--- config.mk ---
export PLATFORM = sky130hd
export DESIGN_NAME = spi_cfg_bank
export DESIGN_NICKNAME = d
export VERILOG_FILES = /design/src/rtl/spi_cfg_pkg.sv /design/src/rtl/spi_frame_fsm.sv /design/src/rtl/cfg_regfile.sv /design/src/rtl/rb_mux.sv /design/src/rtl/spi_cfg_bank.sv
export SDC_FILE = /design/constraint.sdc
export NUM_CORES = 1
export LEC_CHECK = 0
export BUFFER_PORTS_ARGS = -buffer_cell sky130_fd_sc_hd__buf_2
export CAP_MARGIN = 5
export CORE_ASPECT_RATIO = 0.7
export CORE_MARGIN = 2
export CORE_UTILIZATION = 50
export DETAILED_ROUTE_END_ITERATION = 10
export GPL_TIMING_DRIVEN = 1
export PLACE_DENSITY = 0.73
export SLEW_MARGIN = 0
export SYNTH_ARGS = -nofsm -noshare
export SYNTH_HDL_FRONTEND = slang
export SYNTH_SLANG_ARGS = --single-unit
--- constraint.sdc ---
create_clock -name clk -period 15.35 [get_ports clk]
set_clock_uncertainty 0.15 [all_clocks]
set_input_delay 3.07 -clock clk [delete_from_list [all_inputs] [get_ports clk]]
set_output_delay 3.07 -clock clk [all_outputs]
set_load 0.1 [all_outputs]
--- src/rtl/spi_cfg_pkg.sv ---
package spi_cfg_pkg;

    localparam int FRAME_BITS = 16;
    localparam int CH_W       = 2;
    localparam int NCH        = 1 << CH_W;
    localparam int ADDR_W     = 3;
    localparam int DATA_W     = 9;
    localparam int SEL_W      = 5;
    localparam int CNT_W      = $clog2(FRAME_BITS + 2);
    localparam int CH_REGS    = 4;
    localparam int GL_REGS    = 2;
    localparam int GL_BASE    = CH_REGS + 1;

    // Frame field positions
    localparam int WD_POS     = FRAME_BITS - 1;
    localparam int CH_LSB     = 13;
    localparam int ADDR_LSB   = 10;

    // Payload field positions
    localparam int PWM_LP_POS  = 8;
    localparam int PWM_ON_POS  = 7;
    localparam int DUTY_W      = 7;
    localparam int DIRDIS_POS  = 5;
    localparam int DELAY_W     = 3;
    localparam int CFG1_W      = 7;
    localparam int GLB_W       = 8;

    typedef enum logic [ADDR_W-1:0] {
        RA_STAT = 3'd0,
        RA_PWM  = 3'd1,
        RA_CFG0 = 3'd2,
        RA_CFG1 = 3'd3,
        RA_OCR  = 3'd4,
        RA_GLB  = 3'd5,
        RA_CAL  = 3'd6,
        RA_NONE = 3'd7
    } reg_addr_e;

    typedef enum logic [2:0] {
        ST_IDLE,
        ST_LOAD,
        ST_SHIFT,
        ST_COMMIT,
        ST_DROP
    } fsm_state_e;

    function automatic logic [DATA_W-1:0] wr_mask(input logic [ADDR_W-1:0] a);
        logic [DATA_W-1:0] m;
        unique case (a)
            RA_PWM:  m = DATA_W'(9'h1FF);
            RA_CFG0: m = DATA_W'(9'h027);
            RA_CFG1: m = DATA_W'(9'h07F);
            RA_OCR:  m = DATA_W'(9'h1FF);
            RA_GLB:  m = DATA_W'(9'h0FF);
            RA_CAL:  m = DATA_W'(9'h1FF);
            default: m = '0;
        endcase
        return m;
    endfunction

endpackage

--- src/rtl/spi_frame_fsm.sv ---
module spi_frame_fsm
    import spi_cfg_pkg::*;
#(
    parameter int NBITS = FRAME_BITS,
    parameter int CW    = CNT_W
) (
    input  logic             clk,
    input  logic             rst_n,
    input  logic             clr,
    input  logic             sclk,
    input  logic             cs_n,
    input  logic             mosi,
    input  logic [NBITS-1:0] load_word,
    output logic             miso,
    output logic             commit,
    output logic [NBITS-1:0] frame,
    output fsm_state_e       state_o,
    output logic [CW-1:0]    bit_cnt_o
);

    localparam logic [CW-1:0] CNT_FULL = CW'(NBITS);
    localparam logic [CW-1:0] CNT_SAT  = CW'(NBITS + 1);

    logic [2:0] sclk_q;
    logic [2:0] cs_q;
    logic [1:0] mosi_q;
    logic       sclk_rise, sclk_fall, cs_fall, cs_rise;

    fsm_state_e       state, nxt;
    logic [NBITS-1:0] rx_sh, tx_sh;
    logic [CW-1:0]    cnt;

    // Pin synchronisers
    always_ff @(posedge clk or negedge rst_n) begin
        if (!rst_n) begin
            sclk_q <= '0;
            cs_q   <= '1;
            mosi_q <= '0;
        end else begin
            sclk_q <= {sclk_q[1:0], sclk};
            cs_q   <= {cs_q[1:0], cs_n};
            mosi_q <= {mosi_q[0], mosi};
        end
    end

    assign sclk_rise = sclk_q[1] & ~sclk_q[2];
    assign sclk_fall = ~sclk_q[1] & sclk_q[2];
    assign cs_fall   = ~cs_q[1] & cs_q[2];
    assign cs_rise   = cs_q[1] & ~cs_q[2];

    // State register
    always_ff @(posedge clk or negedge rst_n) begin
        if (!rst_n)   state <= ST_IDLE;
        else if (clr) state <= ST_IDLE;
        else          state <= nxt;
    end

    // Next state
    always_comb begin
        nxt = state;
        unique case (state)
            ST_IDLE:   if (cs_fall) nxt = ST_LOAD;
            ST_LOAD:   nxt = ST_SHIFT;
            ST_SHIFT:  if (cs_rise) nxt = (cnt == CNT_FULL) ? ST_COMMIT : ST_DROP;
            ST_COMMIT: nxt = ST_IDLE;
            ST_DROP:   nxt = ST_IDLE;
            default:   nxt = ST_IDLE;
        endcase
    end

    // Shifters and bit counter
    always_ff @(posedge clk or negedge rst_n) begin
        if (!rst_n) begin
            rx_sh <= '0;
            tx_sh <= '0;
            cnt   <= '0;
        end else if (clr) begin
            rx_sh <= '0;
            tx_sh <= '0;
            cnt   <= '0;
        end else begin
            unique case (state)
                ST_LOAD: begin
                    tx_sh <= load_word;
                    rx_sh <= '0;
                    cnt   <= '0;
                end
                ST_SHIFT: begin
                    if (sclk_rise) begin
                        rx_sh <= {rx_sh[NBITS-2:0], mosi_q[1]};
                        if (cnt != CNT_SAT) cnt <= cnt + 1'b1;
                    end
                    if (sclk_fall) tx_sh <= {tx_sh[NBITS-2:0], 1'b0};
                end
                default: ;
            endcase
        end
    end

    // Outputs
    always_comb begin
        commit    = (state == ST_COMMIT);
        miso      = (state == ST_SHIFT) ? tx_sh[NBITS-1] : 1'b0;
        frame     = rx_sh;
        state_o   = state;
        bit_cnt_o = cnt;
    end

endmodule

--- src/rtl/cfg_regfile.sv ---
module cfg_regfile
    import spi_cfg_pkg::*;
(
    input  logic                              clk,
    input  logic                              rst_n,
    input  logic                              clr,
    input  logic                              commit,
    input  logic [FRAME_BITS-1:0]             frame,
    output logic [NCH*CH_REGS*DATA_W-1:0]     ch_regs,
    output logic [GL_REGS*DATA_W-1:0]         gl_regs,
    output logic [SEL_W-1:0]                  rb_sel,
    output logic                              wd_bit
);

    logic [CH_W-1:0]   f_ch;
    logic [ADDR_W-1:0] f_addr;
    logic [DATA_W-1:0] f_data;

    assign f_ch   = frame[CH_LSB +: CH_W];
    assign f_addr = frame[ADDR_LSB +: ADDR_W];
    assign f_data = frame[DATA_W-1:0];

    for (genvar c = 0; c < NCH; c++) begin : g_ch
        for (genvar r = 0; r < CH_REGS; r++) begin : g_reg
            localparam logic [ADDR_W-1:0] RA = ADDR_W'(r + 1);
            logic [DATA_W-1:0] q;
            always_ff @(posedge clk or negedge rst_n) begin
                if (!rst_n)   q <= '0;
                else if (clr) q <= '0;
                else if (commit && f_ch == CH_W'(c) && f_addr == RA)
                    q <= f_data & wr_mask(RA);
            end
            assign ch_regs[(c*CH_REGS + r)*DATA_W +: DATA_W] = q;
        end
    end

    for (genvar g = 0; g < GL_REGS; g++) begin : g_glb
        localparam logic [ADDR_W-1:0] RA = ADDR_W'(g + GL_BASE);
        logic [DATA_W-1:0] q;
        always_ff @(posedge clk or negedge rst_n) begin
            if (!rst_n)   q <= '0;
            else if (clr) q <= '0;
            else if (commit && f_addr == RA)
                q <= f_data & wr_mask(RA);
        end
        assign gl_regs[g*DATA_W +: DATA_W] = q;
    end

    always_ff @(posedge clk or negedge rst_n) begin
        if (!rst_n) begin
            rb_sel <= '0;
            wd_bit <= 1'b0;
        end else if (clr) begin
            rb_sel <= '0;
            wd_bit <= 1'b0;
        end else if (commit) begin
            wd_bit <= frame[WD_POS];
            if (f_addr == RA_STAT) rb_sel <= frame[SEL_W-1:0];
        end
    end

endmodule

--- src/rtl/rb_mux.sv ---
module rb_mux
    import spi_cfg_pkg::*;
(
    input  logic [SEL_W-1:0]              sel,
    input  logic [FRAME_BITS-1:0]         dev_status,
    input  logic [NCH*CH_REGS*DATA_W-1:0] ch_regs,
    input  logic [GL_REGS*DATA_W-1:0]     gl_regs,
    output logic [FRAME_BITS-1:0]         word
);

    localparam int PAD_W = FRAME_BITS - CH_W - ADDR_W - DATA_W - 1;

    logic [ADDR_W-1:0] s_addr;
    logic [CH_W-1:0]   s_ch;
    logic [DATA_W-1:0] data;
    int                idx;

    assign s_addr = sel[ADDR_W-1:0];
    assign s_ch   = sel[ADDR_W +: CH_W];

    always_comb begin
        data = '0;
        idx  = 0;
        if (s_addr >= ADDR_W'(RA_PWM) && s_addr <= ADDR_W'(CH_REGS)) begin
            idx  = int'(s_ch) * CH_REGS + int'(s_addr) - 1;
            data = ch_regs[idx*DATA_W +: DATA_W];
        end else if (s_addr == RA_GLB || s_addr == RA_CAL) begin
            idx  = int'(s_addr) - GL_BASE;
            data = gl_regs[idx*DATA_W +: DATA_W];
        end
        if (s_addr == RA_STAT) word = dev_status;
        else word = {{PAD_W{1'b0}}, s_ch, s_addr, 1'b0, data};
    end

endmodule

--- src/rtl/spi_cfg_bank.sv ---
module spi_cfg_bank
    import spi_cfg_pkg::*;
(
    input  logic                     clk,
    input  logic                     rst_n,
    input  logic                     supply_fail,
    input  logic                     spi_sclk,
    input  logic                     spi_cs_n,
    input  logic                     spi_mosi,
    output logic                     spi_miso,
    input  logic [15:0]              dev_status,
    output logic                     wd_bit,
    output logic [3:0]               ch_on,
    output logic [3:0]               ch_lowpwr,
    output logic [27:0]              ch_duty,
    output logic [3:0]               ch_dir_dis,
    output logic [11:0]              ch_delay,
    output logic [27:0]              ch_cfg1,
    output logic [35:0]              ch_ocr,
    output logic [7:0]               glb_cfg,
    output logic [8:0]               cal_cfg
);

    fsm_state_e                   fsm_state;
    logic                         commit;
    logic [FRAME_BITS-1:0]        frame;
    logic [FRAME_BITS-1:0]        rb_word;
    logic [CNT_W-1:0]             bit_cnt;
    logic [NCH*CH_REGS*DATA_W-1:0] ch_regs;
    logic [GL_REGS*DATA_W-1:0]    gl_regs;
    logic [SEL_W-1:0]             rb_sel;

    spi_frame_fsm u_fsm (
        .clk       (clk),
        .rst_n     (rst_n),
        .clr       (supply_fail),
        .sclk      (spi_sclk),
        .cs_n      (spi_cs_n),
        .mosi      (spi_mosi),
        .load_word (rb_word),
        .miso      (spi_miso),
        .commit    (commit),
        .frame     (frame),
        .state_o   (fsm_state),
        .bit_cnt_o (bit_cnt)
    );

    cfg_regfile u_regs (
        .clk     (clk),
        .rst_n   (rst_n),
        .clr     (supply_fail),
        .commit  (commit),
        .frame   (frame),
        .ch_regs (ch_regs),
        .gl_regs (gl_regs),
        .rb_sel  (rb_sel),
        .wd_bit  (wd_bit)
    );

    rb_mux u_rb (
        .sel        (rb_sel),
        .dev_status (dev_status),
        .ch_regs    (ch_regs),
        .gl_regs    (gl_regs),
        .word       (rb_word)
    );

    for (genvar c = 0; c < NCH; c++) begin : g_out
        localparam int PWM_B  = (c*CH_REGS + 0) * DATA_W;
        localparam int CFG0_B = (c*CH_REGS + 1) * DATA_W;
        localparam int CFG1_B = (c*CH_REGS + 2) * DATA_W;
        localparam int OCR_B  = (c*CH_REGS + 3) * DATA_W;
        assign ch_lowpwr[c]                 = ch_regs[PWM_B + PWM_LP_POS];
        assign ch_on[c]                     = ch_regs[PWM_B + PWM_ON_POS];
        assign ch_duty[c*DUTY_W +: DUTY_W]  = ch_regs[PWM_B +: DUTY_W];
        assign ch_dir_dis[c]                = ch_regs[CFG0_B + DIRDIS_POS];
        assign ch_delay[c*DELAY_W +: DELAY_W] = ch_regs[CFG0_B +: DELAY_W];
        assign ch_cfg1[c*CFG1_W +: CFG1_W]  = ch_regs[CFG1_B +: CFG1_W];
        assign ch_ocr[c*DATA_W +: DATA_W]   = ch_regs[OCR_B +: DATA_W];
    end

    assign glb_cfg = gl_regs[GLB_W-1:0];
    assign cal_cfg = gl_regs[DATA_W +: DATA_W];

endmodule

# Word-level counts from Yosys, hierarchy flattened
# Index checks and enable logic that the tools add are counted.
[totals]
regBits = 216
input_bits = 22
output_inout_bits = 135
wordCells = 180
[classes]
add_sub_neg = 4
mul = 2
magnitude_cmp = 2
n_eq_ne = 21
n_shift = 2
mux = 60
bitwise = 8
reduce_logical = 54
[ops]
columns = ["operator", "count"]
rows = [
  ["9-bit two-way mux", 38],
  ["144-bit by 32-bit variable part select with 9-bit output", 1],
  ["16-bit two-way mux", 5],
  ["32-bit by 5-bit multiplier with 32-bit output, second input constant", 2],
  ["16-bit one-hot mux with 2 select lines", 2],
  ["2-bit nonzero test", 20],
  ["18-bit by 32-bit variable part select with 9-bit output", 1],
  ["32-bit by 2-bit subtractor with 32-bit output, second input constant", 1],
  ["5-bit two-way mux", 6],
  ["1-bit logical AND", 23],
  ["3-bit equality test, second input constant", 5],
  ["3-bit by 2-bit != test with 1-bit output, second input constant", 5],
  ["3-bit by 2-bit equality test with 1-bit output, second input constant", 4],
  ["3-bit two-way mux", 4],
  ["5-bit one-hot mux with 2 select lines", 1],
  ["3-bit logical NOT", 3],
  ["3-bit one-hot mux with 3 select lines", 1],
  ["2-bit AND reduction", 4],
  ["3-bit by 1-bit equality test with 1-bit output, second input constant", 2],
  ["4-bit by 3-bit adder with 5-bit output", 1],
  ["5-bit by 1-bit adder with 5-bit output, second input constant", 1],
  ["5-bit equality test, second input constant", 1],
  ["5-bit != test, second input constant", 1],
  ["1-bit bitwise AND", 4],
  ["other kinds (11)", 17],
]

# Depth between registers and ports, before layout
# Gate-level depths: netlist of the first run.
[logic_depth]
word_depth = 8
ltp_mapped = 22
depth_no_buf = 17

# Cells and area by module
# A second synthesis of the first run with hierarchy kept.
[unflattened]
cells_unflattened = 1706
hier_area_um2 = 17738.3
[by_module_without_submodules]
columns = ["mod", "instances", "cells_per_inst", "area_per_inst_um2", "seq_area_each_um2"]
rows = [
  ["rb_mux", 1, 970, 9043.7, 0.0],
  ["cfg_regfile", 1, 546, 6403.6, 3478.3],
  ["spi_frame_fsm", 1, 190, 2290.9, 1204.9],
]

# Least setup slack after synthesis of the first run
# OpenSTA, ideal clock, no wires.
[synth_timing]
path_kind = "flip-flop to output port"
startpoint = "reg u_fsm.state[0] (netlist: u_fsm.state_o[0])"
endpoint = "out spi_miso"
arrival_time_ns = 2.186
t_required_ns = 12.130
path_slack_ns = 9.944
path_stages_with_launch = 6
n_path_buf = 2
cell_sequence = "dfrtp_1 > nor2b_1 > nor2b_1 > clkbuf_1 > buf_1 > and2_1"
[synth_via]
elab_chain_len = 2
[synth_rtl]
columns = ["element", "line_no", "source"]
rows = [
  ["from (decl)", "spi_frame_fsm.sv:29", "fsm_state_e state, nxt;"],
  ["from (signal assigned)", "spi_frame_fsm.sv:55", "else state <= nxt;"],
  ["3-bit by 2-bit equality test with 1-bit output", "spi_frame_fsm.sv:103", "miso = (state == ST_SHIFT) ? tx_sh[NBITS-1] : 1'b0;"],
  ["1-bit two-way mux", "spi_frame_fsm.sv:103", ""],
  ["to (decl)", "spi_cfg_bank.sv:10", "output logic spi_miso,"],
]
# No other way between the ends.

# Worst setup path after layout of the first run
[layout_timing]
startpoint = "reg u_regs.rb_sel[0]"
endpoint = "reg u_fsm.tx_sh[8]"
[layout_via]
elab_chain_len = 8
elab_cells_between_ends = 19
cone_classes = "3 x add/sub; 2 x mul; 2 x order compare; 2 x eq/ne; 2 x shift; 5 x mux; 3 x reduce/logical"
[layout_rtl]
columns = ["element", "line_no", "source"]
rows = [
  ["from (decl)", "cfg_regfile.sv:11", "output logic [SEL_W-1:0] rb_sel,"],
  ["from (signal assigned)", "cfg_regfile.sv:58", "if (f_addr == RA_STAT) rb_sel <= frame[SEL_W-1:0];"],
  ["4-bit by 3-bit adder with 5-bit output or 3-bit by 3-bit subtractor with 4-bit output (tied branches)", "rb_mux.sv:25, rb_mux.sv:28", ""],
  ["32-bit by 2-bit subtractor with 32-bit output or 32-bit by 5-bit multiplier with 32-bit output (tied branches)", "rb_mux.sv:25, rb_mux.sv:29", ""],
  ["32-bit by 5-bit multiplier with 32-bit output or 18-bit by 32-bit variable part select with 9-bit output (tied branches)", "rb_mux.sv:26, rb_mux.sv:29", ""],
  ["144-bit by 32-bit variable part select with 9-bit output or 9-bit two-way mux (tied branches)", "rb_mux.sv:26, rb_mux.sv:27", ""],
  ["9-bit two-way mux", "rb_mux.sv:24", "if (s_addr >= ADDR_W'(RA_PWM) && s_addr <= ADDR_W'(CH_REGS)) begin"],
  ["16-bit two-way mux *", "rb_mux.sv:31", "if (s_addr == RA_STAT) word = dev_status;"],
  ["16-bit one-hot mux with 2 select lines *", "spi_frame_fsm.sv:82", "unique case (state)"],
  ["16-bit two-way mux *", "spi_frame_fsm.sv:77", "end else if (clr) begin"],
  ["to (signal assigned)", "spi_frame_fsm.sv:84", "tx_sh <= load_word;"],
  ["to (signal assigned)", "spi_frame_fsm.sv:93", "if (sclk_fall) tx_sh <= {tx_sh[NBITS-2:0], 1'b0};"],
  ["to (decl)", "spi_frame_fsm.sv:30", "logic [NBITS-1:0] rx_sh, tx_sh;"],
]
# Every way passes the cells marked *; elsewhere a longest branch is shown, timed or not.
# A chain may end at the register's enable or synchronous reset.

==> results by group, run 1 <==
Outcome
  – Status: finished, final reports clean

Global routing
  – Initial antenna violation count: 0
  – Vias in the first global route: 13500
  – First-pass GRT wire length: 86100 um
  – Grt ovf: 0
  – Total global routing track utilization: 34.1%
  – Pin count of the biggest net entering global routing: 114

Die
  – Total core area: 31200 um2
  – Die height: 153 um
  – Area of the die: 33200 um2
  – Starting Density: 50.9%
  – I/O pins: 157
  – Die width: 217 um
  – Cell Rows: 54

Pwr
  – Pint: 0.000726 W
  – Sw power: 0.000271 W
  – Leak: 7.40 nW
  – Maximum vdd drop: 0.0704 mV
  – Switching share of power: 27.2%
  – Clock Power Share: 45.8%
  – Comb power frac: 4.0%
  – Seq pwr share: 50.2%
  – Total power draw: 0.000996 W
  – Pwr Density: 57.6 nW/um2

Job
  – MaxCap Viol Count: 0

Yosys
  – Synth Flop Type: dfrtp_1
  – Number of synthesized flops with an enable pin: 0
  – Synth area leader: dfrtp_1
  – Synth unique cells: 96
  – Post-Syn Area: 15900 um2
  – Synth warnings: 0
  – Synth top area share: 29.0%
  – Mapped Cells: 1709
  – Async SR Flop Fraction: 100%
  – Net count after synthesis: 1759
  – Synthesized flop and latch total: 187
  – Post-synthesis sequential area ratio: 29.5%
  – Area contributors post-synth: dfrtp_1 29%, mux2i_1 15%, mux4_2 11%
  – Post-synthesis area per instance: 9.29 um2

Cells and area
  – Core Util, Final: 55.4%
  – Ant. Diodes: 0
  – Reg area: 4690 um2
  – Fillers: 2867
  – Final Non-Filler Cells: 2191
  – Nets@finish: 1808
  – Share of cells above drive strength 1: 21.3%
  – Multi-input logic area: 10400 um2
  – Area Overhead vs Synth: 8.88%

Timing
  – Final setup viols: 0
  – RSZ-0062 raised after global routing: no
  – Slew headroom: 15.0%
  – Setup TNS: 0 ns
  – Max-slew violations: 0
  – Fin crit share: 38.2%
  – Fmax achieved: 170 MHz
  – Final Hold Viols: 0
  – Measured slew at the worst slew-check pin: 1.28 ns
  – Min cycle time layout: 5.87 ns

Min path
  – Hold Crit Class: flop to flop

Detailed routing
  – DRT Pass-1 Iters: 7
  – WL final: 57000 um
  – Routed len/inst: 26.0 um
  – Drt initial violations: 2574
  – DRC Markers: 0
  – ANT nets after route: 0
  – Vias: 14900
  – Vias per cell: 6.81

Clock tree
  – Clock Latency Late Sink: 0.47 ns
  – CTS tree: built
  – H-tree levels: 4
  – CTS Hold Buffers Added: 0
  – Max Buffers Root-to-Sink: 2
  – Clock Tree Root: clkbuf_16
  – Clock Sinks: 187
  – CTS buffer count: 17
  – Post-CTS sizing: 0
  – Clock transition at path regs: 0.08 ns
  – Postcts setup bufs: 0

Setup path
  – CP endpoint kind: flop
  – WP data required: 15.51 ns
  – CP startpoint kind: flop
  – Kind of critical path: flop to flop
  – Maximum fanout along the worst path: 60
  – Arrival @ worst endpoint: 6.03 ns

Place
  – DPL Wire Length: 40300 um
  – Placer Congestion: 0.999
  – Port bufs: 156
  – Placed cell count: 2159
## metal layers
metal,track usage (%),share of wire [%],vias up
met5,0,0,-
met4,9.95,3.0,0
met3,10.6,13,122
met2,45.7,40,975
met1,52.0,44,7348
li1,-,-,6465
## Yosys cell counts (all sizes together), types with 13 or more instances
cell and count:
a22o 16, a31oi 25, nand3 53, o21ai 83, mux2 41, mux2i 245
ha 26, o211ai 18, a211oi 19, a21o 13, inv 22, a21oi 73
mux4 77, clkbuf 87, nor2 222, nor3 18, buf 71, nand2 175
nand4 13, dfrtp 184
## power by group through the flow
stage / Clock [W] / Sequential, W / Combinational (W)
finish: 0.000456 / 0.000500 / 0.0000395
global route: 0.000481 / 0.000501 / 0.0000442
CTS: 0.000460 / 0.000500 / 0.0000396
detailed placement: 0 / 0.000510 / 0.0000395
global placement: 0 / 0.000510 / 0.0000385
floorplan: 0 / 0.000509 / 0.0000202
## worst max-delay path, cell delays in order, from the launching register on
cell and delay (ns):
dfrtp_4 0.89, inv_2 0.14, ha_4 0.30, buf_4 0.51
buf_4 0.75, nor2_1 0.36, buf_4 0.32, a22o_1 0.26
mux4_2 0.48, a21boi_0 0.14, o221ai_1 0.20, a221oi_1 0.09
a2111oi_0 0.86, o211ai_1 0.15
## path summary, 6_finish.rpt
path                                                    from                                        to  slack [ns]  cells after the start
worst max-delay path            u_regs.rb_sel[0]$_DFFE_PN0P_                u_fsm.tx_sh[8]$_DFFE_PN0P_        9.48                     13
worst min-delay path               u_fsm.mosi_q[0]$_DFF_PN0_                 u_fsm.mosi_q[1]$_DFF_PN0_        0.20                      0
worst max register to register  u_regs.rb_sel[0]$_DFFE_PN0P_                u_fsm.tx_sh[8]$_DFFE_PN0P_        9.48                     13
worst min register to register     u_fsm.mosi_q[0]$_DFF_PN0_                 u_fsm.mosi_q[1]$_DFF_PN0_        0.20                      0
max in group asynchronous                              rst_n  u_regs.g_ch[2].g_reg[2].q[3]$_DFFE_PN0P_       10.92                      2
min in group asynchronous                              rst_n            u_fsm.bit_cnt_o[4]$_DFFE_PN0P_        2.54                      1
## layout by cell type (no fill, tap or decap), drive strengths merged, types with 9 or more instances in the layout
cell type and instances:
dfrtp 184, a22oi 12, nor3 18, mux2 41
nor2b 9, nor2 222, ha 26, o211ai 18
inv 30, a21oi 73, mux2i 245, mux4 77
a211oi 19, clkbuf 18, a31oi 25, o31ai 11
o21ai 83, and3 12, nand4 13, buf 187
a22o 16, nand3 53, a221oi 11, nand2 175
a21o 13
## per-stage QoR
| step | setup WS (ns) | area [um2] | hold slack, ns |
|---|---|---|---|
| 2_1_floorplan | 9.94 | 15900 | 0.181 |
| 3_3_place_gp | 9.40 | 16700 | 0.194 |
| 3_5_place_dp | 9.32 | 16700 | 0.189 |
| 4_1_cts | 9.57 | 17300 | 0.207 |
| 5_1_grt | 9.27 | 17300 | 0.217 |
| 6_report | 9.48 | 17300 | 0.204 |
## registers in the layout (all words and copies together) (netlist names)
register,cells
u_regs.rb_sel,5
u_fsm.bit_cnt_o,5
u_fsm.state_o,3
u_regs.wd_bit,1
u_regs.g_ch.g.q,116
u_fsm.frame,16
u_fsm.sclk_q,3
u_regs.g_glb.q,17
u_fsm.mosi_q,2
u_fsm.cs_q,3
u_fsm.tx_sh,16
## cells by family after synthesis
| logic type | share of synthesized area [%] |
|---|---|
| AOI/OAI and AO/OA | 16.5 |
| xor gates and xnor gates | 0.969 |
| adders and majority gates | 2.30 |
| buffers and inverters | 5.46 |
| DFF | 29.5 |
| muxes | 29.3 |
| and+or+nand+nor | 16.0 |
## area by class of cell
cell class	instances	share of cell area (%)
sequential	187	27.1
tap	420	3.04
clock buffer	17	2.46
multi-input combinational	1342	60.0
timing repair buffer	188	5.97
clock inverter	15	0.977
inverter	22	0.492
Power figures use the tool's default switching activity.
==> run 2: changes to the inputs <==
==> constraint.sdc (replaced) <==
create_clock -name clk -period 5.6 [get_ports clk]
set_clock_uncertainty 0.15 [all_clocks]
set_input_delay 1.12 -clock clk [delete_from_list [all_inputs] [get_ports clk]]
set_output_delay 1.12 -clock clk [all_outputs]
set_load 0.1 [all_outputs]
==> results by group, run 2 (synthesis gave the netlist of run 1 again) <==
Clock tree
  – CTS Hold Buffers Added: 0
  – Clock Tree Root: clkbuf_16
  – CTS buffer count: 17
  – Postcts setup bufs: 0
  – Post-CTS sizing: 0
  – H-tree levels: 4
  – CTS tree: built
  – Clock Sinks: 187
  – Clock Latency Late Sink: 0.47 ns
  – Clock transition at path regs: 0.08 ns
  – Max Buffers Root-to-Sink: 2

Die
  – Area of the die: 33200 um2
  – Die width: 217 um
  – Cell Rows: 54
  – Die height: 153 um
  – I/O pins: 157
  – Total core area: 31200 um2
  – Starting Density: 50.9%

Cells and area
  – Top flop regs: u_regs.g_ch.g.q: 116 flops, u_regs.g_glb.q: 17 flops
  – Most common cell after layout, fill and taps aside: mux2i_1
  – Finished layout cell area: 17400 um2
  – Ant. Diodes: 0
  – Nets@finish: 1817
  – Largest register by flop count: u_regs.g_ch.g.q
  – Most frequent cells in the layout: 245 x mux2i_1, 218 x nor2_1, 183 x dfrtp_1
  – Fillers: 2861
  – Max reg flops: 116
  – Share of cells above drive strength 1: 21.7%
  – Area Overhead vs Synth: 9.51%

Detailed routing
  – Vias: 14800
  – DRT Pass-1 Iters: 6
  – ANT nets after route: 0
  – DRC Markers: 0
  – WL final: 57400 um
  – Vias per cell: 6.72
  – Drt initial violations: 2458
  – Routed len/inst: 26.1 um

Timing
  – Setup TNS: 0 ns
  – Fmax achieved: 202 MHz
  – Min cycle time layout: 4.94 ns
  – Final setup viols: 0
  – Final Hold Viols: 0
  – RSZ-0062 raised after global routing: no
  – Fin crit share: 88.2%
  – Max-slew violations: 0
  – Slew headroom: 14.1%
  – Measured slew at the worst slew-check pin: 1.29 ns

Setup path
  – Maximum fanout along the worst path: 14
  – CP startpoint kind: flop
  – WP data required: 5.81 ns
  – CP endpoint kind: flop
  – Arrival @ worst endpoint: 5.15 ns
  – Kind of critical path: flop to flop

Place
  – DPL Wire Length: 40800 um
  – Port bufs: 156
  – Placed Area: 16800 um2
  – Placer Congestion: 1.01

Global routing
  – Pin count of the biggest net entering global routing: 104
  – Vias in the first global route: 13800
  – Total global routing track utilization: 34.5%
  – First-pass GRT wire length: 86800 um
  – Initial antenna violation count: 0
  – Grt ovf: 0

Pwr
  – Total power draw: 0.00278 W
  – Switching share of power: 26.4%
  – Leak: 7.46 nW
  – Maximum vdd drop: 0.145 mV
  – Sw power: 0.000732 W
  – Pint: 0.00204 W
  – Comb power frac: 4.0%
  – Pwr Density: 160 nW/um2
  – Clock Power Share: 46.5%
  – Seq pwr share: 49.4%

Min path
  – Hold Crit Class: flop to flop

Outcome
  – Status: finished, final reports clean

Job
  – MaxCap Viol Count: 0
==> run 2: per-stage QoR <==
| step | hold WS, ns | util (%) | setup slack [ns] | cells |
|---|---|---|---|---|
| after detailed placement | 0.186 | 53.7 | 0.832 | 2168 |
| after CTS | 0.204 | 55.7 | 0.797 | 2200 |
| after global placement | 0.187 | 53.7 | 0.878 | 2168 |
| final | 0.201 | 55.7 | 0.659 | 2200 |
| after global routing | 0.209 | 55.7 | 0.544 | 2200 |
| after floorplan | 0.181 | - | 0.367 | 1709 |
==> run 2: path summary, 6_finish.rpt <==
| kind | start | endpoint | slack (ns) | depth (start not counted) |
|---|---|---|---|---|
| max in group asynchronous | rst_n | u_regs.g_ch[2].g_reg[2].q[3]$_DFFE_PN0P_ | 3.70 | 2 |
| min reg2reg | u_fsm.mosi_q[0]$_DFF_PN0_ | u_fsm.mosi_q[1]$_DFF_PN0_ | 0.20 | 0 |
| max | u_regs.rb_sel[2]$_DFFE_PN0P_ | u_fsm.tx_sh[6]$_DFFE_PN0P_ | 0.66 | 17 |
| min | u_fsm.mosi_q[0]$_DFF_PN0_ | u_fsm.mosi_q[1]$_DFF_PN0_ | 0.20 | 0 |
| min in group asynchronous | rst_n | u_fsm.bit_cnt_o[4]$_DFFE_PN0P_ | 0.53 | 1 |
| max reg2reg | u_regs.rb_sel[2]$_DFFE_PN0P_ | u_fsm.tx_sh[6]$_DFFE_PN0P_ | 0.66 | 17 |
==> run 2: critical path: stages, from the launching register on <==
cell	delay [ns]
dfrtp_1	0.58
ha_1	0.25
inv_1	0.05
ha_1	0.34
nor3_1	0.17
ha_1	0.26
inv_1	0.08
ha_1	0.23
ha_1	0.23
fa_1	0.46
buf_4	0.22
inv_1	0.45
mux4_2	0.31
a21oi_1	0.07
o211a_1	0.18
a2111oi_2	0.39
nor4_1	0.09
nor3_1	0.30
==> run 2: final cells by class <==
type	count	area [um2]	share of cell area [%]
Clock inverter	14	175	1.01
Tap cell	420	526	3.02
Clock buffer	18	439	2.53
Multi-Input combinational cell	1342	10400	59.6
Inverter	22	85.1	0.489
Sequential cell	187	4690	27.0
Timing Repair Buffer	197	1110	6.40
==> run 2: layer usage <==
layer  up-vias  GRT usage [%]  part of all wire [%]
met5         -           3.04                  0.24
met4         4           11.6                   3.0
met3       108           11.7                    13
met2       951           45.5                    40
met1      7243           51.7                    44
li1       6484              -                     -
==> run 2: power by group through the flow <==
stage,sequential [W],combinational [W],clock [W]
after floorplan,0.00140,0.0000553,0
after global placement,0.00140,0.000110,0
after detailed placement,0.00140,0.000111,0
after CTS,0.00137,0.000112,0.00131
after global routing,0.00137,0.000125,0.00136
final,0.00137,0.000112,0.00129
==> run 3: changes to the inputs <==
--- a/config.mk
+++ b/config.mk
@@ -7,12 +7,11 @@
 export LEC_CHECK = 0
 export BUFFER_PORTS_ARGS = -buffer_cell sky130_fd_sc_hd__buf_2
 export CAP_MARGIN = 5
-export CORE_ASPECT_RATIO = 0.7
 export CORE_MARGIN = 2
-export CORE_UTILIZATION = 50
+export CORE_UTILIZATION = 60
 export DETAILED_ROUTE_END_ITERATION = 10
 export GPL_TIMING_DRIVEN = 1
-export PLACE_DENSITY = 0.73
+export PLACE_DENSITY = 0.85
 export SLEW_MARGIN = 0
 export SYNTH_ARGS = -nofsm -noshare
 export SYNTH_HDL_FRONTEND = slang
==> results by group, run 3 (synthesis gave the netlist of run 1 again) <==
Outcome
  – Status: finished, final reports clean

Cells and area
  – Ant. Diodes: 0
  – Reg area: 4690 um2
  – Most common cell after layout, fill and taps aside: mux2i_1
  – Max reg flops: 116
  – Nets@finish: 1809
  – Area Overhead vs Synth: 8.33%
  – Share of cells above drive strength 1: 21.4%
  – Finished layout cell area: 17200 um2
  – Multi-input logic area: 10400 um2
  – Fillers: 2134
  – Top flop regs: u_regs.g_ch.g.q: 116 flops, u_regs.g_glb.q: 17 flops
  – Largest register by flop count: u_regs.g_ch.g.q
  – Most frequent cells in the layout: 245 x mux2i_1, 218 x nor2_1, 183 x dfrtp_1

Setup path
  – CP startpoint: u_regs.rb_sel[2]$_DFFE_PN0P_
  – Worst reg2reg path startpoint: u_regs.rb_sel[2]$_DFFE_PN0P_
  – Worst stage delay on the critical path: 0.88 ns
  – CP Cell Sequence: ha_1 -> inv_1 -> ha_1 -> nor3_1 -> ha_1 -> inv_1 -> ha_1 -> ha_1 -> fa_1 -> inv_1 -> nor4_1 -> a21oi_1 -> o211a_1 -> a2111oi_2 -> nor4_1 -> nor3_1
  – WP data required: 5.81 ns
  – Reg2reg path depth: 16
  – Arrival @ worst endpoint: 5.19 ns
  – CP startpoint kind: flop
  – CP endpoint kind: flop
  – Worst reg-to-reg setup slack: 0.62 ns
  – Maximum fanout along the worst path: 15
  – Most used cell along the critical path: ha_1
  – Critical-path top delay cell: fa_1
  – Kind of critical path: flop to flop
  – Setup crit end: u_fsm.tx_sh[6]$_DFFE_PN0P_
  – RR Endpoint: u_fsm.tx_sh[6]$_DFFE_PN0P_

Detailed routing
  – DRC Markers: 0
  – Routed len/inst: 27.0 um
  – Drt initial violations: 2334
  – Vias per cell: 7.27
  – DRT Pass-1 Iters: 9
  – Vias: 15300
  – ANT nets after route: 0
  – WL final: 57000 um

Job
  – MaxCap Viol Count: 0

Timing
  – Fin crit share: 88.9%
  – RSZ-0062 raised after global routing: no
  – Final Hold Viols: 0
  – Min cycle time layout: 4.98 ns
  – Worst Slack Setup Final: 0.619 ns
  – Max-slew violations: 0
  – Slew headroom: 16.0%
  – Fmax achieved: 201 MHz
  – Measured slew at the worst slew-check pin: 1.26 ns
  – Final setup viols: 0
  – Setup TNS: 0 ns

Clock tree
  – Post-CTS sizing: 0
  – Clock transition at path regs: 0.08 ns
  – CTS buffer count: 17
  – Clock Sinks: 187
  – CTS Hold Buffers Added: 0
  – Postcts setup bufs: 0
  – Clock Latency Late Sink: 0.45 ns
  – H-tree levels: 4
  – Max Buffers Root-to-Sink: 2
  – CTS tree: built
  – Clock Tree Root: clkbuf_16

Place
  – DPL Wire Length: 39300 um
  – Placed Area: 16600 um2
  – Placer Congestion: 1.09
  – Pre-CTS WS: 0.756 ns
  – Port bufs: 156

Global routing
  – Total global routing track utilization: 40.3%
  – Initial antenna violation count: 0
  – Grt ovf: 0
  – First-pass GRT wire length: 87400 um
  – Vias in the first global route: 14200
  – Pin count of the biggest net entering global routing: 100

Die
  – Die height: 167 um
  – Die width: 167 um
  – I/O pins: 157
  – Starting Density: 60.9%
  – Cell Rows: 59
  – Total core area: 26100 um2
  – Area of the die: 27800 um2

Min path
  – Hold Crit Class: flop to flop

Pwr
  – Total power draw: 0.00277 W
  – Leak: 7.41 nW
  – Maximum vdd drop: 0.168 mV
  – Pwr Density: 161 nW/um2
run 3: worst min path at each step:
stage               cells after the start  slack, ns                   endpoint                      start
detailed placement                      0       0.19  u_fsm.mosi_q[1]$_DFF_PN0_  u_fsm.mosi_q[0]$_DFF_PN0_
global placement                        0       0.19  u_fsm.mosi_q[1]$_DFF_PN0_  u_fsm.mosi_q[0]$_DFF_PN0_
global route                            0       0.20    u_fsm.cs_q[1]$_DFF_PN1_    u_fsm.cs_q[0]$_DFF_PN1_
floorplan                               0       0.18  u_fsm.mosi_q[1]$_DFF_PN0_  u_fsm.mosi_q[0]$_DFF_PN0_
CTS                                     0       0.20    u_fsm.cs_q[1]$_DFF_PN1_    u_fsm.cs_q[0]$_DFF_PN1_
finish                                  0       0.20    u_fsm.cs_q[1]$_DFF_PN1_    u_fsm.cs_q[0]$_DFF_PN1_
run 3: routing by layer:
metal	share of wire, %	routed length (um)	track usage [%]	up-vias
li1	-	-	-	6455
met1	38	21700	56.2	7455
met2	44	25300	61.3	1204
met3	12	6940	7.79	200
met4	5.4	3090	18.4	0
met5	0	0	0	-
run 3: final cells by class:
| type | count | share of cell area [%] |
|---|---|---|
| sequential | 187 | 27.2 |
| clock inverter | 15 | 1.03 |
| inverter | 22 | 0.495 |
| tap | 335 | 2.44 |
| clock buffer | 17 | 2.47 |
| multi-input combinational | 1342 | 60.2 |
| timing repair buffer | 189 | 6.12 |
run 3: power breakdown:
part | internal [W] | leakage [nW] | switching, W
logic | 0.0000266 | 4.54 | 0.0000828
clock network | 0.000641 | 0.293 | 0.000641
registers | 0.00136 | 2.58 | 0.0000116
run 3: metrics by stage:
| stage | hold WS (ns) | cells | utilization [%] |
|---|---|---|---|
| after global placement | 0.187 | 2075 | 63.7 |
| after CTS | 0.199 | 2107 | 66.0 |
| final | 0.201 | 2107 | 66.0 |
| after detailed placement | 0.186 | 2075 | 63.7 |
| after global routing | 0.202 | 2107 | 66.0 |
| after floorplan | 0.181 | 1709 | - |
run 3: critical path, delay by kind of cell (launching register included):
kind / cells / cell delay [ns]
flip-flops: 1 / 0.53
AND/OR/NAND/NOR: 4 / 0.84
AO/OA/AOI/OAI: 3 / 0.66
adder cells (fa/ha/maj): 6 / 2.15
buffers and inverters: 3 / 0.56
